## src/rtl/rotor_pos_counter.sv

```systemverilog
module rotor_pos_counter #(
  parameter int NUM_ROT = 4,
  parameter int POS_W   = 5,
  parameter int MODULUS = 26,
  localparam int IDX_W  = $clog2(NUM_ROT),
  localparam int CNT_W  = $clog2(NUM_ROT + 1)
) (
  input  logic                     clk,
  input  logic                     rst_n,
  input  logic                     set_mode,
  input  logic [IDX_W-1:0]         set_wheel,
  input  logic                     set_load,
  input  logic [POS_W-1:0]         set_pos,
  input  logic                     step,
  input  logic [CNT_W-1:0]         num_wheels,
  input  logic [NUM_ROT*IDX_W-1:0] wheel_ord,
  input  logic [IDX_W-1:0]         sel,
  output logic [IDX_W-1:0]         cur_wheel,
  output logic [POS_W-1:0]         cur_pos
);
  localparam logic [POS_W-1:0] LAST = POS_W'(MODULUS - 1);

  logic [POS_W-1:0] pos_q [NUM_ROT];
  logic [NUM_ROT-1:0] stage_adv, rot_adv;

  function automatic logic [POS_W-1:0] bump(input logic [POS_W-1:0] v);
    return (v == LAST) ? '0 : v + 1'b1;
  endfunction

  always_comb begin
    stage_adv = '0;
    stage_adv[0] = step && !set_mode && (num_wheels != '0);
    for (int k = 1; k < NUM_ROT; k++)
      stage_adv[k] = stage_adv[k-1] && (CNT_W'(k) < num_wheels) &&
                     (pos_q[wheel_ord[(k-1)*IDX_W +: IDX_W]] == LAST);
    rot_adv = '0;
    for (int k = 0; k < NUM_ROT; k++)
      if (stage_adv[k]) rot_adv[wheel_ord[k*IDX_W +: IDX_W]] = 1'b1;
  end

  for (genvar r = 0; r < NUM_ROT; r++) begin : g_rot
    always_ff @(posedge clk or negedge rst_n) begin
      if (!rst_n)
        pos_q[r] <= '0;
      else if (set_mode) begin
        if (set_wheel == IDX_W'(r)) begin
          if (!set_load)
            pos_q[r] <= bump(pos_q[r]);
          else if (set_pos < POS_W'(MODULUS))
            pos_q[r] <= set_pos;
        end
      end else if (rot_adv[r])
        pos_q[r] <= bump(pos_q[r]);
    end

    a_r10_pos_range: assert property (@(posedge clk) disable iff (!rst_n)
      pos_q[r] < POS_W'(MODULUS));
    a_r3_bad_load_kept: assert property (@(posedge clk) disable iff (!rst_n)
      set_mode && set_wheel == IDX_W'(r) && set_load && set_pos >= POS_W'(MODULUS)
      |=> $stable(pos_q[r]));
    a_r5_set_other_stable: assert property (@(posedge clk) disable iff (!rst_n)
      set_mode && set_wheel != IDX_W'(r) |=> $stable(pos_q[r]));
    a_r6_idle_hold: assert property (@(posedge clk) disable iff (!rst_n)
      !set_mode && !step |=> $stable(pos_q[r]));
  end

  a_r4_set_advance: assert property (@(posedge clk) disable iff (!rst_n)
    set_mode && !set_load |=> pos_q[$past(set_wheel)] == bump($past(pos_q[set_wheel])));

  assign cur_wheel = wheel_ord[sel*IDX_W +: IDX_W];
  assign cur_pos   = pos_q[cur_wheel];
endmodule

```

## config.mk

```make
export PLATFORM = sky130hd
export DESIGN_NAME = rotor_pos_counter
export DESIGN_NICKNAME = d
export VERILOG_FILES = /design/src/rtl/rotor_pos_counter.sv
export SDC_FILE = /design/constraint.sdc
export NUM_CORES = 1
export LEC_CHECK = 0
export BUFFER_PORTS_ARGS = -buffer_cell sky130_fd_sc_hd__buf_2
export CORE_MARGIN = 10
export CORE_UTILIZATION = 48
export DETAILED_ROUTE_END_ITERATION = 8
export GPL_ROUTABILITY_DRIVEN = 0
export GPL_TIMING_DRIVEN = 0
export PLACE_DENSITY_LB_ADDON = 0.15
export SYNTH_ARGS = -nofsm -noshare
export SYNTH_HDL_FRONTEND = slang
export SYNTH_SLANG_ARGS = --single-unit
```

## constraint.sdc

```tcl
create_clock -name clk -period 8 [get_ports clk]
set_clock_uncertainty 0.1 [all_clocks]
set_input_delay 0.4 -clock clk [delete_from_list [all_inputs] [get_ports clk]]
set_output_delay 0.4 -clock clk [all_outputs]
set_load 0.05 [all_outputs]
```

==> results.py <==
metrics = {
    "grt": {
        "grt_first_pass_wirelength_microns": 10000,
        "grt_overflow": 0,
        "grt_pass1_vias": 1986,
        "use_met1_pct": 21.3,
        "grt.busiest_layer": "met2",
        "antenna_found_initial": 0,
        "grt_max_degree": 21,
        "grtUsageMet3_pct": 3.41,
        "use_met2_pct": 27.0,
        "grt_use_total_pct": 16.5,
    },
    "floorplan": {
        "fp.dieW_microns": 85.7,
        "start_util_pct": 50.7,
        "die_area_sq_um": 7350,
        "coreArea_sq_um": 4090,
        "fp.dieH_microns": 85.7,
        "num_rows": 23,
        "io_pins": 32,
    },
    "placed_design": {
        "post-place-ws_ps": 4830,
        "io_buffers": 28,
        "dp.cells": 313,
        "dpl-instance-area_sq_um": 2280,
        "post-dp-hpwl_microns": 4790,
    },
    "sta": {
        "slew_headroom_pct": 53.6,
        "hold_violations": 10,
        "period_share_pct": 39.9,
        "rsz0062_at_grt": "false",
        "setup_ws_ps": 4810,
        "holdWs_ps": -15.9,
        "finalSetupTns_ps": 0,
        "worst_slew_pin_slew_ps": 695,
        "min_period_ps": 3190,
        "setup_viol": 0,
        "fmax_ghz": 0.313,
        "drv_slew": 0,
    },
    "logic_synthesis": {
        "synth_top_area_share_pct": 24.1,
        "syn-cell-area_sq_um": 2070,
        "synth_edf_count": 0,
        "yosysSeqAreaShare_pct": 24.1,
        "syn_area_per_cell_sq_um": 8.82,
        "syn_inst": 235,
        "syn_nets": 268,
        "yosysMostFrequentCell": "nand2_1",
        "synth_largest_area_cell": "dfrtp_1",
        "synthTopCellsByCount": "28 x nand2_1, 20 x dfrtp_1, 20 x inv_1",
        "yosys_warnings": 0,
        "ys_top_cells_by_area": "dfrtp_1 24%, mux4_2 7.6%, nand2_1 5.1%",
        "ys_seq_elements": 20,
        "synthDistinctLibCells": 41,
        "synthArstFlopShare_pct": 100,
        "synth_ff_type": "dfrtp_1",
    },
    "cts": {
        "tritoncts": "done",
        "cts.htree.levels": 1,
        "post_cts_buffers": 0,
        "clock-sinks": 20,
        "cts-resized-gates": 0,
        "cts.clk_slew.worst_paths_ps": 90,
        "clk_latency_ps": 260,
        "numCtsBuffers": 3,
        "clockRootBuffer": "clkbuf_8",
        "clock_path_buffers": 2,
        "holdBufCountCts": 0,
    },
    "critical_path": {
        "cp.arrival_ps": 3240,
        "r2r-start": "pos_q[3]",
        "worstPathRequired_ps": 8050,
        "r2r-end": "pos_q[0]",
        "reg2reg_depth": 6,
        "critical_path_class": "register to register",
        "rrSetupSlack_ps": 4810,
        "worst_setup_path_start_kind": "register",
        "crit_path_end_kind": "register",
        "path_max_fanout": 7,
    },
    "layout": {
        "largest_register_ffs": 20,
        "final_nets": 301,
        "diodes": 0,
        "drive_gt1_share_pct": 25.8,
        "fillers": 390,
        "final_area_sq_um": 2350,
        "syn_to_final_growth_pct": 13.2,
        "fin_cells": 317,
        "top_regs": "pos_q: 20 flops",
        "top_register": "pos_q",
    },
    "power_and_ir_drop": {
        "cellPowerDensity_nw_per_um2": 297,
        "peakVddDrop_uv": 156,
        "leakagePower_nw": 0.977,
        "power_mw": 0.698,
    },
    "drt": {
        "drtIter0Drc": 119,
        "dr.pass1.iters": 5,
        "drc_errors": 0,
        "wl_per_cell_microns": 19.3,
        "vias": 2057,
        "routed_via_density": 6.49,
        "ant_nets": 0,
        "wirelength_microns": 6130,
    },
    "status": {
        "violations": "hold timing",
        "outcome": "finished with violations",
    },
    "run": {
        "maxCapViolations": 0,
    },
    "hold_path": {
        "min_path_type": "primary input to async pin",
    },
}
==> stage by stage <==
| stage | hold WS [ps] | util [%] |
|---|---|---|
| 2_1_floorplan | 4.41 | - |
| 3_3_place_gp | 293 | 55.7 |
| 3_5_place_dp | 287 | 55.7 |
| 4_1_cts | 0.637 | 57.4 |
| 5_1_grt | 11.6 | 57.4 |
| 6_report | -15.9 | 57.4 |
==> logic make-up (layout without fill, tap and decap cells) <==
logic type / after synthesis / count (layout) / synth area share, %
buf+inv: 29 / 61 / 6.58
fa+ha+maj: 8 / 8 / 4.83
compound gates: 89 / 89 / 31.9
simple gates: 71 / 71 / 17.0
mux: 18 / 18 / 15.6
flops: 20 / 20 / 24.1
==> layout make-up <==
class	count	area, sq um	area share [%]
Tap cell	50	62.6	2.67
Timing Repair Buffer	28	140	5.97
Multi-Input combinational cell	186	1440	61.2
Sequential cell	20	500	21.3
Inverter	20	75.1	3.20
Clock inverter	1	30.0	1.28
Clock buffer	3	41.3	1.76
Buffer	9	61.3	2.61
==> critical path, stage by stage (launching register included) <==
cell      delay, ps
dfrtp_1         480
nand2_1         150
mux4_4          610
nor4_1          590
o211ai_1        420
a21boi_2        370
mux2_2          370
==> power breakdown <==
group	leakage [nW]	internal [mW]	switching [mW]	total [mW]
sequential	0.244	0.149	0.0945	0.244
combinational	0.697	0.150	0.200	0.349
clock	0.0357	0.0668	0.0384	0.105
==> how the worst max path moves through the flow <==
stage                  from         end  slack [ps]  cells past startpoint
2_1_floorplan  wheel_ord[5]  cur_pos[0]        5280                      4
3_3_place_gp       pos_q[3]    pos_q[0]        4820                      6
3_5_place_dp   wheel_ord[2]    pos_q[0]        4830                      6
4_1_cts            pos_q[3]    pos_q[0]        4820                      6
5_1_grt            pos_q[3]    pos_q[0]        4620                      6
6_report           pos_q[3]    pos_q[0]        4810                      6
==> per-layer routing <==
metal  part of all wire, %  up-vias
li1                      -      982
met1                    42      979
met2                    48       88
met3                   8.1        8
met4                   1.3        0
met5                     0        -
==> layout by cell type (no fill, tap or decap), types with 2 or more instances in the layout <==
cell type	netlist	routed
buf_2	1	29
o211ai_1	5	5
o31ai_1	12	12
ha_1	8	8
nor4b_1	5	5
clkbuf_8	0	3
mux4_4	3	3
o21ai_0	15	15
a21boi_2	4	4
nor2b_1	5	5
dfrtp_1	20	20
and2_1	2	2
a21oi_1	16	16
mux2_2	7	7
a21o_2	2	2
nand2b_1	4	4
o2bb2ai_1	10	10
a311oi_1	3	3
mux4_2	7	7
inv_1	20	20
clkbuf_1	3	3
buf_4	3	3
nor2_1	9	9
a31oi_1	5	5
nor4_1	5	5
a31o_2	4	4
nand2_1	28	28
o311ai_0	4	4
a22o_2	2	2
nand3_1	11	11
Power figures use the tool's default switching activity.
